[src/rtl/mii_txr_pkg.sv]
package mii_txr_pkg;

    typedef enum logic [1:0] {
        ST_WAIT = 2'd0,
        ST_LO   = 2'd1,
        ST_HI   = 2'd2
    } txr_state_e;

    localparam int NIB_W = 4;

endpackage

[src/rtl/txr_pend_acc.sv]
module txr_pend_acc #(
    parameter int LEN_W = 16,
    parameter int CNT_W = 20
) (
    input  logic             clk,
    input  logic             rst,
    input  logic             add_vld,
    input  logic [LEN_W-1:0] add_len,
    input  logic             dec,
    output logic             cnt_nz,
    output logic             nxt_nz
);
    localparam int SUM_W = CNT_W + 1;
    localparam int PAD_W = SUM_W - LEN_W;

    logic [CNT_W-1:0] cnt_q;
    logic [CNT_W-1:0] cnt_d;
    logic [SUM_W-1:0] add_ext;
    logic [SUM_W-1:0] sum;
    logic [SUM_W-1:0] nxt;

    // Add and retire in the same cycle so that no update is lost.
    always_comb begin
        add_ext = add_vld ? {{PAD_W{1'b0}}, add_len} : '0;
        sum     = {1'b0, cnt_q} + add_ext;
        nxt     = sum - {{CNT_W{1'b0}}, dec};
        cnt_d   = nxt[CNT_W-1:0];
    end

    always_ff @(posedge clk) begin
        if (rst) cnt_q <= '0;
        else     cnt_q <= cnt_d;
    end

    assign cnt_nz = |cnt_q;
    assign nxt_nz = |cnt_d;


    no_underflow_chk: assert property (@(posedge clk) disable iff (rst)
        dec |-> cnt_nz);


    no_overflow_chk: assert property (@(posedge clk) disable iff (rst)
        sum[CNT_W] == 1'b0);

endmodule

[src/rtl/txr_nib_fsm.sv]
module txr_nib_fsm
    import mii_txr_pkg::*;
(
    input  logic clk,
    input  logic rst,
    input  logic cnt_nz,
    input  logic nxt_nz,
    output logic xmit,
    output logic dec
);
    txr_state_e state_q;
    txr_state_e state_d;

    always_ff @(posedge clk) begin
        if (rst) state_q <= ST_WAIT;
        else     state_q <= state_d;
    end

    always_comb begin
        state_d = state_q;
        unique case (state_q)
            ST_WAIT: state_d = cnt_nz ? ST_LO : ST_WAIT;
            ST_LO:   state_d = ST_HI;
            ST_HI:   state_d = nxt_nz ? ST_LO : ST_WAIT;
            default: state_d = ST_WAIT;
        endcase
    end

    always_comb begin
        xmit = 1'b0;
        dec  = 1'b0;
        unique case (state_q)
            ST_WAIT: begin
                xmit = 1'b0;
                dec  = 1'b0;
            end
            ST_LO: begin
                xmit = 1'b1;
                dec  = 1'b0;
            end
            ST_HI: begin
                xmit = 1'b1;
                dec  = 1'b1;
            end
            default: begin
                xmit = 1'b0;
                dec  = 1'b0;
            end
        endcase
    end


    lo_then_hi_chk: assert property (@(posedge clk) disable iff (rst)
        (state_q == ST_LO) |=> (state_q == ST_HI));


    rise_needs_count_chk: assert property (@(posedge clk) disable iff (rst)
        $rose(xmit) |-> $past(cnt_nz));


    active_has_bytes_chk: assert property (@(posedge clk) disable iff (rst)
        xmit |-> cnt_nz);

endmodule

[src/rtl/txr_out_stage.sv]
module txr_out_stage
    import mii_txr_pkg::*;
(
    input  logic             xmit,
    input  logic [NIB_W-1:0] buf_nib,
    output logic             tx_en,
    output logic             buf_rd,
    output logic [NIB_W-1:0] txd
);
    // The enable and the pop come from one state bit, so they cannot diverge.
    always_comb begin
        tx_en  = xmit;
        buf_rd = xmit;
        txd    = xmit ? buf_nib : '0;
    end

endmodule

[src/rtl/mii_tx_release.sv]
module mii_tx_release
    import mii_txr_pkg::*;
#(
    parameter int LEN_W = 16,
    parameter int CNT_W = 20
) (
    input  logic             clk,
    input  logic             rst,
    input  logic             len_vld,
    input  logic [LEN_W-1:0] len_bytes,
    input  logic [3:0]       buf_nib,
    output logic             tx_en,
    output logic [3:0]       txd,
    output logic             buf_rd
);
    logic cnt_nz;
    logic nxt_nz;
    logic xmit;
    logic dec;

    txr_pend_acc #(
        .LEN_W (LEN_W),
        .CNT_W (CNT_W)
    ) u_acc (
        .clk     (clk),
        .rst     (rst),
        .add_vld (len_vld),
        .add_len (len_bytes),
        .dec     (dec),
        .cnt_nz  (cnt_nz),
        .nxt_nz  (nxt_nz)
    );

    txr_nib_fsm u_fsm (
        .clk    (clk),
        .rst    (rst),
        .cnt_nz (cnt_nz),
        .nxt_nz (nxt_nz),
        .xmit   (xmit),
        .dec    (dec)
    );

    txr_out_stage u_out (
        .xmit    (xmit),
        .buf_nib (buf_nib),
        .tx_en   (tx_en),
        .buf_rd  (buf_rd),
        .txd     (txd)
    );


    idle_bus_quiet_chk: assert property (@(posedge clk) disable iff (rst)
        !tx_en |-> (txd == 4'h0));

endmodule

[config.mk]
export PLATFORM = sky130hd
export DESIGN_NAME = mii_tx_release
export DESIGN_NICKNAME = d
export VERILOG_FILES = /design/src/rtl/mii_txr_pkg.sv /design/src/rtl/txr_pend_acc.sv /design/src/rtl/txr_nib_fsm.sv /design/src/rtl/txr_out_stage.sv /design/src/rtl/mii_tx_release.sv
export SDC_FILE = /design/constraint.sdc
export NUM_CORES = 1
export LEC_CHECK = 0
export ABC_CLOCK_PERIOD_IN_PS = 9600
export CORE_AREA = 2 2 79 81
export CTS_CLUSTER_DIAMETER = 60
export DETAILED_ROUTE_END_ITERATION = 8
export DIE_AREA = 0 0 81 83
export DONT_BUFFER_PORTS = 1
export PLACE_DENSITY = 0.56
export SYNTH_ARGS = -nofsm -noshare
export SYNTH_HDL_FRONTEND = slang
export SYNTH_SLANG_ARGS = --single-unit
[constraint.sdc]
create_clock -name clk -period 9.6 [get_ports clk]
set_input_delay 0.96 -clock clk [delete_from_list [all_inputs] [get_ports clk]]
set_output_delay 0.96 -clock clk [all_outputs]
set_load 0.01 [all_outputs]
After elaboration in Yosys (flattened, before gate mapping) --
Index checks and enable logic that the tools add are counted.
Word-level totals: bits of input ports 23, output and inout port bits 6, register bits after elaboration 22, logic and storage cells 17
Operators by class: equal/unequal tests 2, mux-type cells 7, add/subtract/negate cells 2, reductions and logical operators 4
Operator list (number):
- $reduce_or 20->1 | 2
- $add 20x20->20 | 1
- $sub 20x1->20 | 1
- $mux 16 | 1
- $pmux 2 s3 | 1
- $mux 1 | 4
- $mux 4 | 1
- $eq 2x1->1 const B | 1
- $eq 2x2->1 const B | 1
- $logic_not 2->1 | 1
- $reduce_or 2->1 | 1

Longest topological paths before layout --
Gate-level depths: netlist of run 1.
depth in word-level cells 6, depth in mapped cells 14, gate-level depth less buffers 14

Hierarchy --
A second synthesis of run 1 with hierarchy kept.
Second synthesis, totals: cells, all modules 310, area total of the unflattened synthesis 2358.5 sq um
Modules (own cells, without submodules):
- txr_pend_acc | cells each 293, times used 1, area each 2192.1 sq um, sequential area each 400.4 sq um
- txr_nib_fsm | cells each 11, times used 1, area each 126.4 sq um, sequential area each 40.0 sq um
- txr_out_stage | cells each 6, times used 1, area each 40.0 sq um, sequential area each 0.0 sq um

Least setup slack after synthesis of run 1 --
Ideal clock, no wire load.
path type input-to-reg, from in len_vld, to reg u_fsm.state_q[0], path buffers 1, setup time 117 ps, required time 9483 ps, arrival 3605 ps, stages 13, setup slack 5878 ps, cell sequence clkbuf_1 -> nand2_1 -> ha_1 -> inv_1 -> ha_1 -> a21o_1 -> a221o_1 -> a211o_1 -> a221oi_2 -> nand4_1 -> nor4_1 -> and4_1 -> nor2_1
On the way: longest elaborated chain between the ends 6
RTL lines:
- from (decl) | line mii_tx_release.sv:9 | input logic len_vld,
- $mux 16 | line txr_pend_acc.sv:24 | add_ext = add_vld ? {{PAD_W{1'b0}}, add_len} : '0;
- $add 20x20->20 | line txr_pend_acc.sv:25 | sum = {1'b0, cnt_q} + add_ext;
- $sub 20x1->20 | line txr_pend_acc.sv:26 | nxt = sum - {{CNT_W{1'b0}}, dec};
- $reduce_or 20->1 | line txr_pend_acc.sv:36 | assign nxt_nz = |cnt_d;
- $mux 1 | line txr_nib_fsm.sv:24 | ST_HI: state_d = nxt_nz ? ST_LO : ST_WAIT;
- $pmux 2 s3 | line txr_nib_fsm.sv:21 | unique case (state_q)
- to (signal assigned) | line txr_nib_fsm.sv:16 | else state_q <= state_d;
- to (decl) | line txr_nib_fsm.sv:11 | txr_state_e state_q;
No other way between the ends. A chain may end at the register's enable or synchronous reset.

Final worst setup path of run 1 --
from reg u_fsm.state_q[0], to reg u_fsm.state_q[0]
On the way: longest elaborated chain between the ends 6, elaborated cells between the ends (all ways) 8, classes of those cells 1 x add/sub; 2 x eq/ne; 3 x mux; 2 x reduce/logical
RTL lines:
- $eq 2x2->1 | line txr_nib_fsm.sv:21, txr_nib_fsm.sv:32
- $mux 1 | line txr_nib_fsm.sv:32 | unique case (state_q)
- $sub 20x1->20 | line txr_pend_acc.sv:26
- $reduce_or 20->1 | line txr_pend_acc.sv:36
- $mux 1 | line txr_nib_fsm.sv:24
- $pmux 2 s3 * | line txr_nib_fsm.sv:21
Mark *: on every way between the ends. The rest lies on a longest branch, timed or not.

==> results of run 1 <==
==> flip-flops by register name, summed over array words and instances, names as in the netlist <==
name	cells
u_acc.cnt_q	20
u_fsm.state_q	2
==> worst max-delay path by stage <==
stage	startpoint	end	slack, ns	depth (start not counted)
after global routing	u_fsm.state_q[0]	u_fsm.state_q[0]	5.74	14
after CTS	u_fsm.state_q[0]	u_fsm.state_q[0]	6.02	14
after detailed placement	len_bytes[1]	u_fsm.state_q[0]	5.84	12
after floorplan	len_vld	u_fsm.state_q[0]	5.88	13
after global placement	len_bytes[1]	u_fsm.state_q[0]	5.90	12
final	u_fsm.state_q[0]	u_fsm.state_q[0]	6.03	14
==> Yosys cell counts (5+ instances only) <==
master    number
a21o_1         7
a21oi_1       16
and2_1         7
and3_1         5
dfxtp_1       22
ha_1          41
inv_1         57
nand2_1       23
nor2_1        22
nor2b_1        7
nor3_1         8
o211ai_1       5
o21ai_0        5
xnor2_1        7
xor2_1         7
==> worst reg2reg max path, delay by kind of cell (launching register included) <==
kind	cells	cell delay, ns
AOI/OAI and AO/OA	5	1.40
adders and majority gates	4	1.12
buffers and inverters	2	0.12
DFF	1	0.38
and+or+nand+nor	3	0.46
==> layer usage <==
layer | routed length (µm) | vias to the layer above | track usage
met5 | 0 | - | 0
met4 | 77 | 0 | 0.04777
met3 | 164 | 6 | 0.01413
met2 | 2205 | 47 | 0.2457
met1 | 2408 | 873 | 0.2104
li1 | - | 1015 | -
==> layout make-up <==
class                   count  area [µm²]  share of cell area
clock buffers               4       55.05             0.02304
inverters                  61       229.0             0.09581
multi-input cells         210        1572              0.6576
flip-flops and latches     22       440.4              0.1843
well taps                  75       93.84             0.03927
==> metrics by stage <==
stage	setup slack, ns	hold slack (ns)	area, µm²	total power, µW
finish	6.030	0.6766	2390	948.9
floorplan	5.878	0.6005	2263	734.6
global placement	5.896	0.6623	2335	883.0
global route	5.741	0.7063	2390	1065
CTS	6.016	0.6784	2390	951.7
detailed placement	5.844	0.6421	2335	875.5
==> power groups by stage <==
stage	Sequential (µW)	Clock [µW]	Combinational, µW
2_1_floorplan	143	0	591
3_3_place_gp	150	0	733
3_5_place_dp	150	0	725
4_1_cts	148	72.0	732
5_1_grt	151	76.6	838
6_report	147	69.3	732
==> kinds of logic after synthesis <==
family          count (synthesis)  synth area share
xor+xnor                       14           0.05417
simple gates                   92            0.2073
fa+ha+maj                      42            0.2355
compound gates                 62            0.1974
flops                          22            0.1946
buf+inv                        66            0.1111
==> cells in the final DEF, fill, tap and decap left out, types with 5 or more instances in the layout <==
master    netlist  final
a21oi_1        16     16
dfxtp_1        22     22
xor2_1          7      7
nor3_1          8      8
o21ai_0         5      5
inv_1          57     57
and2_1          7      7
and3_1          5      5
a21o_1          7      7
nor2_1         22     22
xnor2_1         7      7
ha_1           41     41
nor2b_1         7      7
nand2_1        23     23
o211ai_1        5      5
==> flow_metrics.env, run 1 <==
export IMPL_switching_share=0.5029
export IMPL_grt_use_total=0.1519
export IMPL_async_reset_ff_frac=0
export IMPL_ys_ff_latch=22
export IMPL_synthCells=298
export IMPL_r2r_end="u_fsm.state_q[0]"
export IMPL_criticalPathCategory="reg -> reg"
export IMPL_intPower_uw=471.7
export IMPL_p_seq_frac=0.155
export IMPL_outcome="finished clean"
export IMPL_synth_top_area_frac=0.2266
export IMPL_ctsHoldBuffers=0
export IMPL_worstMarginPinSlew_ns=0.4753
export IMPL_dieArea_um2=6723
export IMPL_clock_skew_ns=0.007663
export IMPL_p_sw_uw=477.2
export IMPL_worstHoldEndpoint="u_fsm.state_q[1]"
export IMPL_die_y_um=83
export IMPL_tns_ns=0
export IMPL_rsz0062_at_grt="no"
export IMPL_relSlewSlack=0.6802
export IMPL_layout_nets=363
export IMPL_startpoint_type="flop"
export IMPL_hold_class="reg -> reg"
export IMPL_yosys_top_cells_area="ha_1 23%, dfxtp_1 19%, inv_1 9.5%, nand2_1 3.8%, nor2_1 3.6%"
export IMPL_grt_pass1_wl_um=8314
export IMPL_dr_pass1_iters=4
export IMPL_synth_edf_count=0
export IMPL_synth_largest_area_cell="ha_1"
export IMPL_cp_common_cell="ha_1"
export IMPL_syn_num_nets=363
export IMPL_regToRegSetupSlack_ns=6.03
export IMPL_areaGrowthSynthToFinish_pct=5.583
export IMPL_initial_core_util=0.3892
export IMPL_gp_congestion=0.8502
export IMPL_power_density_nw_per_um2=397.1
export IMPL_crit_chain="inv_1 > ha_1 > ha_1 > inv_1 > ha_1 > fa_1 > a21o_1 > a221o_1 > a31o_1 > a311oi_1 > o21ai_0 > nor4_1 > and4_1 > nor2_1"
export IMPL_ant_nets=0
export IMPL_dp_final_hpwl_um=4012
export IMPL_clk_pin_slew_worst_paths_ns=0.08
export IMPL_cts_resized=0
export IMPL_cp_end_kind="flop"
export IMPL_wl_per_cell_um=13.05
export IMPL_hold_viol=0
export IMPL_vias=1941
export IMPL_die_width_um=81
export IMPL_drt_iter0_markers=72
export IMPL_pwr_share_comb=0.772
export IMPL_ioPinCount=29
export IMPL_drive_gt1_frac=0.03704
export IMPL_cp_slowest_cell="fa_1"
export IMPL_period_share=0.3718
export IMPL_placementRows=28
export IMPL_drc=0
export IMPL_cp_required_ns=9.76
export IMPL_cts_htree_levels=1
export IMPL_port_buffers=0
export IMPL_fin_crit_ns=3.570
export IMPL_hold_start="u_fsm.state_q[0]"
export IMPL_grt_max_degree=23
export IMPL_max_stage_delay_ns=0.40
export IMPL_cts_root_buffer="clkbuf_8"
export IMPL_cp_arrival_ns=3.73
export IMPL_finish_utilization=0.4109
export IMPL_synth_warnings=0
export IMPL_clkLatencyLatePin_ns=0.27
export IMPL_wirelength_um=4855
export IMPL_clock_sinks=22
export IMPL_reg2regPathDepth=14
export IMPL_avgSynthCellArea_um2=7.595
export IMPL_synth_area_um2=2263
export IMPL_vias_per_cell=5.218
export IMPL_synth_top_flop_cell="dfxtp_1"
export IMPL_r2r_start="u_fsm.state_q[0]"
export IMPL_fin_cells=372
export IMPL_grt_pass1_vias=1867
export IMPL_holdPathStages=2
export IMPL_cts_setup_buffers=0
export IMPL_setup_viol_count_final=0
export IMPL_coreArea_um2=5816
export IMPL_max_cap_violations=0
export IMPL_p_leak_uw=0.001169
export IMPL_clockPowerShare=0.073
export IMPL_cp_max_fo=6
export IMPL_diodes=0
export IMPL_dp_cells=368
export IMPL_antenna_found_initial=0
export IMPL_cts_buffers=3
export IMPL_cts_buffer_depth=2
export IMPL_drv_slew=0
export IMPL_irDropWorstVdd_mv=0.1699
export IMPL_cp_num_buf_inv=2
export IMPL_ys_seq_area_frac=0.1946
export IMPL_overflow=0
export IMPL_fmax_mhz=280.1
export IMPL_synth_cell_type_count=50
export IMPL_cp_top_family="compound AO/OA/AOI/OAI gates"
export IMPL_fillers=642
export IMPL_cts_tree="yes"
Power figures use the tool's default switching activity.
==> run 2, diff against run 1 <==
--- a/config.mk
+++ b/config.mk
@@ -5,13 +5,13 @@
 export SDC_FILE = /design/constraint.sdc
 export NUM_CORES = 1
 export LEC_CHECK = 0
-export ABC_CLOCK_PERIOD_IN_PS = 9600
+export ABC_CLOCK_PERIOD_IN_PS = 3200
 export CORE_AREA = 2 2 79 81
 export CTS_CLUSTER_DIAMETER = 60
 export DETAILED_ROUTE_END_ITERATION = 8
 export DIE_AREA = 0 0 81 83
 export DONT_BUFFER_PORTS = 1
-export PLACE_DENSITY = 0.56
+export PLACE_DENSITY = 0.58
 export SYNTH_ARGS = -nofsm -noshare
 export SYNTH_HDL_FRONTEND = slang
 export SYNTH_SLANG_ARGS = --single-unit
==> constraint.sdc (replaced) <==
create_clock -name clk -period 3.2 [get_ports clk]
set_input_delay 0.32 -clock clk [delete_from_list [all_inputs] [get_ports clk]]
set_output_delay 0.32 -clock clk [all_outputs]
set_load 0.01 [all_outputs]
==> run 2 against run 1 <==
  * The flow now finishes with violations (setup timing)
  * Register-to-register slack worse by 6.1 ns
  * Global-route usage is 0.78 points higher
  * Power grew to 3.4 times the previous value
  * Clock-buffer cell count stayed put
  * Combinational power grew to 3.5 times the previous value
  * Critical path type unchanged
  * Largest power group unchanged
==> flow_metrics.env, run 2 (synthesized netlist as in run 1, its figures left out) <==
export IMPL_outcome="finished, violations left"
export IMPL_violations="setup timing"
export IMPL_rsz0062_at_grt="yes"
export IMPL_antenna_found_initial=0
export IMPL_initial_core_util=0.3892
export IMPL_cp_arrival_ns=3.39
export IMPL_regToRegSetupSlack_ns=-0.03
export IMPL_drv_slew=0
export IMPL_startpoint_type="flop"
export IMPL_design_area_um2=2587
export IMPL_dp_final_hpwl_um=4183
export IMPL_coreArea_um2=5816
export IMPL_largest_register="u_acc.cnt_q"
export IMPL_ioPinCount=29
export IMPL_dp_cells=383
export IMPL_fin_cells=388
export IMPL_cts_root_buffer="clkbuf_8"
export IMPL_placed_area_um2=2485
export IMPL_drt_iter0_markers=83
export IMPL_wl_met3_um=221
export IMPL_ant_nets=0
export IMPL_highest_layer="met4"
export IMPL_final_common_cell="inv_1"
export IMPL_grt_pass1_vias=1939
export IMPL_cp_required_ns=3.36
export IMPL_final_cell_mix="55 x inv_1, 38 x ha_1, 23 x nand2_1"
export IMPL_cts_buffer_depth=2
export IMPL_dp_slack_ns=-0.1510
export IMPL_cp_max_fo=5
export IMPL_reg_top3="u_acc.cnt_q x20, u_fsm.state_q x2"
export IMPL_dr_wl_met2_um=2411
export IMPL_dieArea_um2=6723
export IMPL_fin_crit_ns=3.227
export IMPL_hold_viol=0
export IMPL_diodes=0
export IMPL_areaGrowthSynthToFinish_pct=14.32
export IMPL_largest_register_ffs=20
export IMPL_cts_htree_levels=1
export IMPL_power_total_uw=3180
export IMPL_cts_tree="yes"
export IMPL_grt_pass1_wl_um=8631
export IMPL_grt_use_total=0.1597
export IMPL_drive_gt1_frac=0.1278
export IMPL_vias_per_cell=5.162
export IMPL_p_leak_uw=0.001252
export IMPL_cp_end_kind="flop"
export IMPL_wl_met1_um=2537
export IMPL_layout_nets=379
export IMPL_setup_slack_ns=-0.02710
export IMPL_clkLatencyLatePin_ns=0.27
export IMPL_criticalPathCategory="reg -> reg"
export IMPL_hold_ws_ns=0.1140
export IMPL_worstMarginPinSlew_ns=0.4532
export IMPL_wl_per_cell_um=13.41
export IMPL_die_y_um=83
export IMPL_clock_sinks=22
export IMPL_relSlewSlack=0.6936
export IMPL_dr_pass1_iters=4
export IMPL_power_density_nw_per_um2=1229
export IMPL_max_cap_violations=0
export IMPL_die_width_um=81
export IMPL_clock_skew_ns=0.005108
export IMPL_vias=2003
export IMPL_hold_class="in -> reg"
export IMPL_overflow=0
export IMPL_placementRows=28
export IMPL_setup_viol_count_final=1
export IMPL_wirelength_um=5203
export IMPL_clk_pin_slew_worst_paths_ns=0.09
export IMPL_port_buffers=0
export IMPL_grt_max_degree=23
export IMPL_gp_congestion=0.9039
export IMPL_period_share=1.008
export IMPL_cts_buffers=3
export IMPL_fmax_mhz=309.9
export IMPL_irDropWorstVdd_mv=0.5771
export IMPL_drc=0
## run 2: cell types whose count changed in the layout (fill, tap and decap cells not counted), sizes merged
cell / before / now
buf: 0 / 16
## run 2: path summary, 6_finish.rpt
| path | startpoint | to | depth (start not counted) |
|---|---|---|---|
| max | u_fsm.state_q[0] | u_fsm.state_q[0] | 14 |
| min | rst | u_acc.cnt_q[11] | 1 |
| max reg2reg | u_fsm.state_q[0] | u_fsm.state_q[0] | 14 |
| min reg2reg | u_fsm.state_q[0] | u_fsm.state_q[1] | 3 |
## run 2: worst max-delay path, cell delays in order, from the launching register on
cell and delay (ns):
dfxtp_2 0.34, inv_2 0.05, ha_4 0.16, ha_4 0.26
inv_2 0.04, ha_4 0.15, fa_2 0.34, a21o_1 0.18
a221o_1 0.40, a31o_1 0.29, a221o_1 0.35, a21boi_2 0.20
xnor2_2 0.13, and4_1 0.21, nor2_1 0.04
## run 2: report_power, final
part	switching, µW	total, µW	internal, µW
combinational	1390	2530	1140
sequential	54.9	443	388
clock	96.1	206	110
total	1540	3180	1640
## run 2: what timing repair did
item,in CTS,in global routing
hold buffers,0,0
setup endpoints to repair,1,2
pin swaps,9,10
buffers inserted,0,1
gates resized for setup,3,5
## run 2: area by class of cell
| cell class | instances | area [µm²] |
|---|---|---|
| clock buffer | 4 | 55.05 |
| tap | 75 | 93.84 |
| multi-input combinational | 210 | 1648 |
| fill | 646 | 3228 |
| inverter | 61 | 229.0 |
| timing repair buffer | 16 | 120.1 |
| sequential | 22 | 441.7 |
## run 2: through the flow
step / utilization / setup TNS (ns)
after floorplan: - / 0
after global placement: 0.4273 / -0.08414
after detailed placement: 0.4273 / -0.1510
after CTS: 0.4400 / 0
after global routing: 0.4449 / -0.1974
final: 0.4449 / -0.02710
## run 2: layer usage
layer / track usage / vias up
li1: - / 1044
met1: 0.2172 / 917
met2: 0.2660 / 40
met3: 0.02283 / 2
met4: 0.03236 / 0
met5: 0 / -
==> run 3, diff against run 2 <==
--- a/config.mk
+++ b/config.mk
@@ -6,12 +6,13 @@
 export NUM_CORES = 1
 export LEC_CHECK = 0
 export ABC_CLOCK_PERIOD_IN_PS = 3200
-export CORE_AREA = 2 2 79 81
+export CORE_AREA = 2 2 80 82
 export CTS_CLUSTER_DIAMETER = 60
 export DETAILED_ROUTE_END_ITERATION = 8
-export DIE_AREA = 0 0 81 83
+export DIE_AREA = 0 0 82 84
 export DONT_BUFFER_PORTS = 1
 export PLACE_DENSITY = 0.58
 export SYNTH_ARGS = -nofsm -noshare
 export SYNTH_HDL_FRONTEND = slang
+export SYNTH_HIERARCHICAL = 1
 export SYNTH_SLANG_ARGS = --single-unit
==> run 3 against run 2 <==
  * The flow still finishes with violations (setup timing)
  * Worst hold slack worse by 0.0064 ns
  * Worst setup slack worse by 0.16 ns
  * Area after synthesis rose by 4.2%
  * Cell count rose by 13%
  * Critical path type unchanged
  * Largest cell class unchanged
==> flow_metrics.env, run 3 <==
export IMPL_outcome="finished, violations left"
export IMPL_violations="setup timing"
export IMPL_yosys_top_cells_area="ha_1 22%, dfxtp_1 19%, inv_1 9.4%, nand2_1 4.9%, a21oi_1 3.8%"
export IMPL_diodes=0
export IMPL_regToRegSetupSlack_ns=-0.18
export IMPL_die_width_um=82
export IMPL_clock_skew_ns=0.004921
export IMPL_dr_pass1_iters=4
export IMPL_cp_slowest_cell="or4b_4"
export IMPL_async_reset_ff_frac=0
export IMPL_power_density_nw_per_um2=1259
export IMPL_criticalPathCategory="reg -> reg"
export IMPL_cp_arrival_ns=3.55
export IMPL_avgSynthCellArea_um2=7.608
export IMPL_synthCells=310
export IMPL_startpoint_type="flop"
export IMPL_hold_class="in -> reg"
export IMPL_period_share=1.057
export IMPL_design_area_um2=3033
export IMPL_cts_htree_levels=1
export IMPL_wl_per_cell_um=13.53
export IMPL_holdPathStages=1
export IMPL_synth_common_cells="59 x inv_1, 41 x ha_1, 31 x nand2_1, 22 x dfxtp_1, 21 x nor2_1"
export IMPL_drv_slew=0
export IMPL_final_cell_mix="54 x inv_1, 54 x buf_4, 33 x ha_1"
export IMPL_grt_pass1_vias=2282
export IMPL_port_buffers=0
export IMPL_synth_edf_count=0
export IMPL_placementRows=29
export IMPL_vias_per_cell=5.057
export IMPL_setup_slack_ns=-0.1822
export IMPL_cts_root_buffer="clkbuf_8"
export IMPL_max_cap_violations=0
export IMPL_ioPinCount=29
export IMPL_intPower_uw=2026
export IMPL_r2r_end="u_fsm/state_q[0]"
export IMPL_hold_viol=0
export IMPL_clk_pin_slew_worst_paths_ns=0.09
export IMPL_hold_start="rst"
export IMPL_clockPowerShare=0.056
export IMPL_ant_nets=0
export IMPL_fillers=608
export IMPL_largest_register="u_acc/cnt_q"
export IMPL_switching_share=0.4693
export IMPL_reg_top3="u_acc/cnt_q x20, u_fsm/state_q x2"
export IMPL_gp_congestion=0.9360
export IMPL_dp_cells=432
export IMPL_areaGrowthSynthToFinish_pct=28.59
export IMPL_p_seq_frac=0.114
export IMPL_dieArea_um2=6888
export IMPL_ys_seq_area_frac=0.1867
export IMPL_reg2regPathDepth=17
export IMPL_worstHoldEndpoint="u_fsm/state_q[0]"
export IMPL_synth_area_um2=2359
export IMPL_dp_final_hpwl_um=4878
export IMPL_drt_iter0_markers=87
export IMPL_r2r_start="u_fsm/state_q[0]"
export IMPL_cts_tree="yes"
export IMPL_cts_buffers=3
export IMPL_die_y_um=84
export IMPL_cp_required_ns=3.37
export IMPL_drc=0
export IMPL_initial_core_util=0.3869
export IMPL_fin_crit_ns=3.382
export IMPL_coreArea_um2=6096
export IMPL_power_total_uw=3818
export IMPL_placed_area_um2=2935
export IMPL_cp_num_buf_inv=3
export IMPL_crit_chain="inv_2 > ha_4 > ha_4 > inv_2 > ha_4 > inv_2 > fa_2 > nand2b_4 > a21oi_4 > o21a_1 > or3_4 > a211o_1 > or4b_4 > nor4_4 > nand4_1 > a22oi_2 > nor3_2"
export IMPL_syn_num_nets=375
export IMPL_vias=2210
export IMPL_synth_warnings=6
export IMPL_cp_end_kind="flop"
export IMPL_cp_top_family="simple AND/OR/NAND/NOR gates"
export IMPL_p_sw_uw=1792
export IMPL_drive_gt1_frac=0.2722
export IMPL_synth_top_area_frac=0.2175
export IMPL_p_leak_uw=0.001463
export IMPL_synthMostInstantiatedCell="inv_1"
export IMPL_irDropWorstVdd_mv=0.5795
export IMPL_rsz0062_at_grt="yes"
export IMPL_synth_cell_type_count=57
export IMPL_largest_register_ffs=20
export IMPL_worstMarginPinSlew_ns=0.4785
export IMPL_synth_top_flop_cell="dfxtp_1"
export IMPL_relSlewSlack=0.6781
export IMPL_setup_viol_count_final=1
export IMPL_overflow=0
export IMPL_grt_pass1_wl_um=10070
export IMPL_grt_use_total=0.1863
export IMPL_max_stage_delay_ns=0.53
export IMPL_ys_ff_latch=22
export IMPL_cts_buffer_depth=2
export IMPL_fmax_mhz=295.7
export IMPL_clkLatencyLatePin_ns=0.27
export IMPL_clock_sinks=22
export IMPL_layout_nets=426
export IMPL_grt_max_degree=23
export IMPL_synth_largest_area_cell="ha_1"
export IMPL_antenna_found_initial=0
export IMPL_ctsHoldBuffers=0
export IMPL_finish_utilization=0.4975
export IMPL_pwr_share_comb=0.831
export IMPL_wirelength_um=5914
export IMPL_fin_cells=437
export IMPL_cp_max_fo=3
## run 3: cell types whose count changed in the layout (fill, tap and decap cells not counted), sizes merged, moves of 4 or more
cell    change
o211ai      -5
o21ai       +6
nor4        +5
nand3       +4
buf        +38
nor3        -4
nand2       +8
## run 3: per-stage QoR
stage	hold slack (ns)	setup slack (ns)	setup TNS, ns
after floorplan	0.3835	-0.1873	-0.1873
after global placement	0.3882	-0.3227	-0.3227
after detailed placement	0.3890	-0.3850	-0.3850
after CTS	0.09352	-0.2197	-0.2197
after global routing	0.09307	-0.3359	-0.3359
final	0.1076	-0.1822	-0.1822
## run 3: timing repair
item                                    in CTS  in global routing
endpoints found under the hold margin        0                  0
pin swaps                                    6                  2
buffers inserted                             1                  0
endpoints found under the setup margin       1                  1
resized for setup                            3                  3
## run 3: cells by family (layout without fill, tap and decap cells)
kind of cell,count (synthesis),count (layout),synth area share
fa+ha+maj,42,42,0.2260
compound gates,65,65,0.2027
flops,22,22,0.1867
buf+inv,67,117,0.1146
xor+xnor,11,11,0.04085
simple gates,103,103,0.2292
## run 3: worst max-delay path by stage
stage / from / to / slack, ns / depth (start not counted)
floorplan: u_fsm/state_q[0] / u_fsm/state_q[0] / -0.19 / 17
global placement: u_fsm/state_q[0] / u_fsm/state_q[0] / -0.32 / 16
detailed placement: u_fsm/state_q[0] / u_fsm/state_q[0] / -0.39 / 16
CTS: u_fsm/state_q[0] / u_fsm/state_q[0] / -0.22 / 17
global route: u_acc/cnt_q[3] / u_fsm/state_q[0] / -0.34 / 14
finish: u_fsm/state_q[0] / u_fsm/state_q[0] / -0.18 / 17
## run 3: final cells by class
cell class                      count  area (µm²)  area share
Tap cell                           77       96.34     0.03177
Sequential cell                    22       441.7      0.1456
Inverter                           59       221.5     0.07302
Clock buffer                        4       55.05     0.01815
Timing Repair Buffer               54       405.4      0.1337
Multi-Input combinational cell    221        1813      0.5978
## run 3: power by group through the flow
stage	registers (µW)	clock network [µW]	logic, µW
floorplan	428	0	2040
global placement	441	0	3050
detailed placement	442	0	3070
CTS	435	224	3140
global route	445	234	3510
finish	434	213	3170
## run 3: worst reg2reg max path: stages (launching register included)
cell and delay [ns]:
dfxtp_2 0.34, inv_2 0.05, ha_4 0.16, ha_4 0.25
inv_2 0.03, ha_4 0.15, inv_2 0.05, fa_2 0.19
nand2b_4 0.14, a21oi_4 0.07, o21a_1 0.18, or3_4 0.32
a211o_1 0.30, or4b_4 0.53, nor4_4 0.16, nand4_1 0.13
a22oi_2 0.19, nor3_2 0.05
## run 3: layer usage
| layer | vias up | global-route usage | share of wire |
|---|---|---|---|
| met5 | - | 0 | 0 |
| met4 | 0 | 0.05152 | 0.0079 |
| met3 | 4 | 0.02056 | 0.036 |
| met2 | 46 | 0.3348 | 0.51 |
| met1 | 1010 | 0.2281 | 0.45 |
| li1 | 1150 | - | - |
